<file path="config.mk">
export PLATFORM = sky130hd
export DESIGN_NAME = misc_irq_aggregator
export DESIGN_NICKNAME = d
export VERILOG_FILES = /design/src/rtl/misc_irq_pkg.sv /design/src/rtl/irq_pending_reg.sv /design/src/rtl/irq_mask_reg.sv /design/src/rtl/irq_lowest_pick.sv /design/src/rtl/misc_irq_aggregator.sv
export SDC_FILE = /design/constraint.sdc
export NUM_CORES = 1
export LEC_CHECK = 0
export BUFFER_PORTS_ARGS = -buffer_cell sky130_fd_sc_hd__buf_4
export CAP_MARGIN = 20
export CELL_PAD_IN_SITES_DETAIL_PLACEMENT = 0
export CELL_PAD_IN_SITES_GLOBAL_PLACEMENT = 1
export CORE_ASPECT_RATIO = 1.4
export CORE_UTILIZATION = 25
export DETAILED_ROUTE_END_ITERATION = 10
export PLACE_DENSITY = 0.66
export SYNTH_ARGS = -nofsm -noshare
export SYNTH_HDL_FRONTEND = slang
export SYNTH_HIERARCHICAL = 1
export SYNTH_SLANG_ARGS = --single-unit
</file>
<file path="constraint.sdc">
create_clock -name clk -period 1.9 [get_ports clk]
set_clock_uncertainty 0.05 [all_clocks]
set_input_delay 0.095 -clock clk [delete_from_list [all_inputs] [get_ports clk]]
set_output_delay 0.095 -clock clk [all_outputs]
set_load 0.1 [all_outputs]
</file>
<file path="src/rtl/misc_irq_pkg.sv">
// Package: shared sizes and register word indices for the interrupt aggregator.
// Assumes a 32-bit register bus and at most 32 sources.
package misc_irq_pkg;
    localparam int NUM_SRC  = 32;
    localparam int DATA_W   = 32;
    localparam int REG_AW   = 2;
    localparam int IDX_W    = $clog2(NUM_SRC);
    localparam int PERF_SRC = 5;

    typedef enum logic [REG_AW-1:0] {
        REG_PEND  = 2'd0,
        REG_MASK  = 2'd1,
        REG_FIRST = 2'd2,
        REG_NONE  = 2'd3
    } reg_sel_e;
endpackage

</file>
<file path="src/rtl/irq_pending_reg.sv">
// Module: latched pending register. A high source sets its bit. A write
// clears the bits whose write-data bit is zero. A source set wins over a clear
// in the same cycle. Assumes sources are synchronous to clk.
module irq_pending_reg #(
    parameter int WIDTH = 32
) (
    input  logic             clk,
    input  logic             rst_n,
    input  logic [WIDTH-1:0] src,
    input  logic             clr_we,
    input  logic [WIDTH-1:0] keep_mask,
    output logic [WIDTH-1:0] pend_q
);
    logic [WIDTH-1:0] kept;

    // Bits that survive a software clear this cycle.
    always_comb begin
        kept = clr_we ? (pend_q & keep_mask) : pend_q;
    end

    // Register the surviving bits plus any newly asserted sources.
    always_ff @(posedge clk) begin
        if (!rst_n) pend_q <= '0;
        else        pend_q <= kept | src;
    end
endmodule

</file>
<file path="src/rtl/irq_mask_reg.sv">
// Module: full-word mask register, loaded only by whole-word writes.
// Assumes the write strobe is qualified by address outside.
module irq_mask_reg #(
    parameter int WIDTH = 32
) (
    input  logic             clk,
    input  logic             rst_n,
    input  logic             we,
    input  logic [WIDTH-1:0] wdata,
    output logic [WIDTH-1:0] mask_q
);
    // Load the whole word on a write, and clear it on reset.
    always_ff @(posedge clk) begin
        if (!rst_n)  mask_q <= '0;
        else if (we) mask_q <= wdata;
    end
endmodule

</file>
<file path="src/rtl/irq_lowest_pick.sv">
// Module: finds the lowest-numbered set bit of a vector.
// The output is combinational. The index is zero when valid is low.
module irq_lowest_pick #(
    parameter int WIDTH = 32,
    localparam int IW   = $clog2(WIDTH)
) (
    input  logic [WIDTH-1:0] vec,
    output logic             valid,
    output logic [IW-1:0]    idx
);
    // Scan from the top down so that the lowest set bit is the last one written.
    always_comb begin
        idx   = '0;
        valid = |vec;
        for (int i = WIDTH - 1; i >= 0; i--) begin
            if (vec[i]) idx = i[IW-1:0];
        end
    end
endmodule

</file>
<file path="src/rtl/misc_irq_aggregator.sv">
// Module: top of the interrupt aggregator. It holds the pending and mask
// registers, drives the aggregated request and the performance-counter
// request, and serves registered reads. Assumes a read and a write are not
// issued in the same cycle.
module misc_irq_aggregator
    import misc_irq_pkg::*;
(
    input  logic              clk,
    input  logic              rst_n,
    input  logic [NUM_SRC-1:0] src_i,
    input  logic              bus_wr,
    input  logic              bus_rd,
    input  logic [REG_AW-1:0] bus_addr,
    input  logic [DATA_W-1:0] bus_wdata,
    output logic [DATA_W-1:0] bus_rdata,
    output logic              irq_o,
    output logic              perf_irq_o
);
    logic [NUM_SRC-1:0] pend_q;
    logic [NUM_SRC-1:0] mask_q;
    logic [NUM_SRC-1:0] active;
    logic               pick_valid;
    logic [IDX_W-1:0]   pick_idx;
    logic               pend_we;
    logic               mask_we;
    logic [DATA_W-1:0]  rd_mux;

    // Qualify the write strobe by word index.
    always_comb begin
        pend_we = bus_wr && (bus_addr == REG_PEND);
        mask_we = bus_wr && (bus_addr == REG_MASK);
    end

    irq_pending_reg #(.WIDTH(NUM_SRC)) u_pend (
        .clk       (clk),
        .rst_n     (rst_n),
        .src       (src_i),
        .clr_we    (pend_we),
        .keep_mask (bus_wdata[NUM_SRC-1:0]),
        .pend_q    (pend_q)
    );

    irq_mask_reg #(.WIDTH(NUM_SRC)) u_mask (
        .clk   (clk),
        .rst_n (rst_n),
        .we    (mask_we),
        .wdata (bus_wdata[NUM_SRC-1:0]),
        .mask_q(mask_q)
    );

    // Sources that are both pending and unmasked.
    always_comb begin
        active = pend_q & mask_q;
    end

    irq_lowest_pick #(.WIDTH(NUM_SRC)) u_pick (
        .vec  (active),
        .valid(pick_valid),
        .idx  (pick_idx)
    );

    // Drive the request outputs from the pick result and the reserved source.
    always_comb begin
        irq_o      = pick_valid;
        perf_irq_o = active[PERF_SRC];
    end

    // Select the register addressed by the read.
    always_comb begin
        rd_mux = '0;
        case (bus_addr)
            REG_PEND:  rd_mux[NUM_SRC-1:0] = pend_q;
            REG_MASK:  rd_mux[NUM_SRC-1:0] = mask_q;
            REG_FIRST: begin
                rd_mux[DATA_W-1]  = pick_valid;
                rd_mux[IDX_W-1:0] = pick_idx;
            end
            default:   rd_mux = '0;
        endcase
    end

    // Capture read data one cycle after the read strobe.
    always_ff @(posedge clk) begin
        if (!rst_n)      bus_rdata <= '0;
        else if (bus_rd) bus_rdata <= rd_mux;
    end
endmodule

</file>
==> impl_summary.md <==
Job
Across the run, the number of max-cap violations was 0.

Yosys
The number of warnings printed during yosys synthesis is 6. The number of flops mapped to enable cells by yosys is 0. Synthesis inferred 96 register bits. Summing the areas of all and, or, nand and nor instances in the mapped netlist gives 28.9% of the synthesized area.

The fraction of synthesized area in multiplexers is between 10% and 20%. A synthesized cell averages 9.75 µm². Summing the areas of all compound-gate instances in the mapped netlist gives 13.0% of the synthesized area. Counting distinct cell types in the post-synthesis netlist gives 39. After Yosys synthesis, full adders, half adders and majority gates account for 0% of the synthesized area. The largest family of logic cells by synthesized area is simple AND/OR/NAND/NOR gates. The cell count after synthesis came out at 492. The part of the Yosys area used for sequential elements is 40.1%. The xor and xnor fraction of the mapped netlist area is 0%. The most used flip-flop cell after synthesis is sky130_fd_sc_hd__dfxtp_1.

The total standard cell area after synthesis is roughly 4800 µm². The number of nets in the synthesized netlist is 562. In the synthesized netlist the async set-or-reset flop fraction comes to 0%.

Floorplan
The placeable core region is 18700 µm². The die is 119 µm wide. For this configuration, the core starts out at a cell density of 25.7%.

The floorplan die height is approximately 170 µm. The die covers 19800 µm². In this run the count of I/O pins placed on the die edge is approximately 100. After floorplanning, the core was divided into 59 placement rows.

Clocking
The number of buffers on the longest clock path is 2. The clock drives 96 sinks. The clock latency reported for the late side of the worst-skew pair is 0.35 ns.

The cell sitting at the root of the clock tree is a sky130_fd_sc_hd__clkbuf_16. After clock tree synthesis, the clock-pin slew on the worst setup and hold paths is ~0.070 ns. Buffers inserted during clock tree synthesis total 9.

TritonCTS built the clock tree. The H-tree was split into 3 levels.

Global route
The initial antenna violation count is 0. The number of global-route vias before repair was 4682. The all-layer global routing usage is 15.4%. Global routing finished with a remaining overflow of 0. The first global-routing pass estimated 23.8 mm of wire. The maximum number of pins on one net before global-route repair is 55.

Routing
The DRC violation total after the first TritonRoute iteration is 151. The number of nets with antenna violations after routing is 0. The number of vias per cell after detailed routing is 4.46. The via count is approximately 4500. Summed over all layers, the routed wires come to 14.8 mm. The remaining routing DRC violations is 0. After detailed routing, the average wire length per cell comes to around 15 µm.

The first detailed-routing pass ran for 4 iterations.

Placement
The count of port buffers added during placement is roughly 100. The congestion estimate from routability-driven global placement came to 0.754. The post-detailed-placement half-perimeter wirelength is 10.4 mm.

Timing
The final period demand of the worst path is 2.20 ns. The worst slew slack as a fraction of its limit is 63.9%. The worst setup slack after layout is -0.301 ns. Setup repair after global routing could not meet its margin everywhere. The final count of hold timing violations came to 0. The slew at the pin closest to its max-slew limit is 0.541 ns.

The number of setup violations in the final report is 5. Derived from the worst setup path, the maximum achievable clock frequency is 454 MHz. The worst hold slack after final layout is 0.0709 ns. The number of max-slew violations in the final report is 0.

The post-route fraction of the period consumed by the critical path is 116%.

Run status
The checks that failed: negative setup slack. The flow ran to the end, but the final reports show violations.

Final layout
Cells with a size suffix above 1 make up between 40% and 50% of the layout. The total number of nets in the final design is 832. From synthesis to final layout, the design area changed by 61.7%. The library cell used most frequently in the layout, excluding fill and tap cells, is sky130_fd_sc_hd__buf_4.

The number of antenna diodes in the final layout is 0. Leaving out fill and tap cells, the most frequent cells in the layout are sky130_fd_sc_hd__buf_4 (185), sky130_fd_sc_hd__dlygate4sd3_1 (93), sky130_fd_sc_hd__dfxtp_1 (90). Fill cells in the final layout number 1816.

Power and ir drop
VDD sags by at most 491 µV. The total chip power is 5320 µW. The power per cell area is just under 700 nW/µm². In this run the static leakage power is 0.00334 µW.

Setup path
The critical-path maximum fanout is 3. Data on the critical path arrives at its endpoint at 2.06 ns. The required time reported for the critical path endpoint is 1.75 ns. By startpoint and endpoint, the worst setup path is classified as reg -> out. The type of element capturing the critical path is an output pin. STA classifies the critical path startpoint as a register.

Min path
The class of the worst hold path is in -> reg.
## through the flow
stage / worst slack, ns / std cells / util (%) / setup TNS [ns] / area, µm²
floorplan: -1.09 / 492 / - / -1.44 / 4810
global placement: -0.115 / 894 / 33.5 / -0.169 / 6250
detailed placement: -0.125 / 894 / 33.5 / -0.337 / 6250
CTS: -0.317 / 1010 / 41.0 / -1.02 / 7660
global route: -0.374 / 1011 / 41.5 / -1.18 / 7750
finish: -0.301 / 1011 / 41.5 / -0.627 / 7750
## power by group
group	internal (µW)	total, µW	switching, µW
registers	2110	2170	58.1
logic	542	1140	594
clock network	1220	2010	787
## registers in the layout (all words and copies together), names as in the netlist
register and cells:
bus_rdata 32, u_mask/mask_q 32, u_pend/pend_q 32
## worst max-delay path, stage by stage, from the launching register on
cell	delay [ns]
sky130_fd_sc_hd__dfxtp_2	0.32
sky130_fd_sc_hd__and2_4	0.15
sky130_fd_sc_hd__or4_4	0.57
sky130_fd_sc_hd__nor3_4	0.20
sky130_fd_sc_hd__nand4_1	0.14
sky130_fd_sc_hd__buf_4	0.18
sky130_fd_sc_hd__buf_12	0.16
## path summary, 6_finish.rpt
check | from | end | slack [ns] | depth (start not counted)
max | u_pend/pend_q[22] | irq_o | -0.30 | 6
min | rst_n | u_pend/pend_q[14] | 0.07 | 3
min reg2reg | bus_rdata[23] | bus_rdata[23] | 0.40 | 2
max reg2reg | u_pend/pend_q[22] | bus_rdata[2] | -0.12 | 9
## cells by family (layout without fill, tap and decap cells)
group,after synthesis,count (layout)
flops,96,96
simple gates,208,208
buf+inv,31,306
compound gates,99,99
mux,58,58
## metal layers
metal,up-vias,global-route usage (%),wire length [µm]
met2,71,29.5,8230
met4,0,5.23,272
li1,2264,-,-
met1,2153,16.8,6000
met5,-,0,0
met3,19,2.37,350
## layout make-up
| cell class | count | area [µm²] | area share (%) |
|---|---|---|---|
| repair buffers | 283 | 2400 | 31.0 |
| clock inverters | 5 | 78.8 | 1.02 |
| well taps | 244 | 305 | 3.94 |
| flip-flops and latches | 96 | 1930 | 24.9 |
| clock buffers | 11 | 253 | 3.26 |
| multi-input cells | 365 | 2760 | 35.6 |
| inverters | 7 | 26.3 | 0.339 |
## cells in the mapped netlist, types with 4 or more instances
library cell | instances | area [µm²]
sky130_fd_sc_hd__dfxtp_1 | 96 | 1920
sky130_fd_sc_hd__o21ai_0 | 39 | 195
sky130_fd_sc_hd__o21ai_1 | 8 | 40.0
sky130_fd_sc_hd__a21oi_1 | 14 | 70.1
sky130_fd_sc_hd__mux2i_1 | 58 | 581
sky130_fd_sc_hd__nor2b_1 | 35 | 219
sky130_fd_sc_hd__nor4_1 | 7 | 43.8
sky130_fd_sc_hd__o31ai_1 | 4 | 30.0
sky130_fd_sc_hd__nand2_2 | 20 | 125
sky130_fd_sc_hd__and2_1 | 37 | 231
sky130_fd_sc_hd__buf_6 | 10 | 113
sky130_fd_sc_hd__buf_12 | 5 | 100
sky130_fd_sc_hd__nand2_1 | 10 | 37.5
sky130_fd_sc_hd__nor3_1 | 11 | 55.1
sky130_fd_sc_hd__inv_1 | 6 | 22.5
sky130_fd_sc_hd__nor2_1 | 42 | 158
sky130_fd_sc_hd__a211oi_1 | 7 | 52.6
sky130_fd_sc_hd__buf_2 | 4 | 20.0
sky130_fd_sc_hd__nor3b_2 | 31 | 388
sky130_fd_sc_hd__o21ai_2 | 20 | 175
## repair_timing
action | in CTS | in global routing
hold endpoints to repair | 62 | 0
gates cloned | 0 | 0
setup endpoints to repair | 7 | 9
hold buffers | 95 | 0
resized for setup | 23 | 29
pin swaps | 12 | 23
buffers inserted | 7 | 6
No activity file was read; power rests on OpenSTA's default activity.
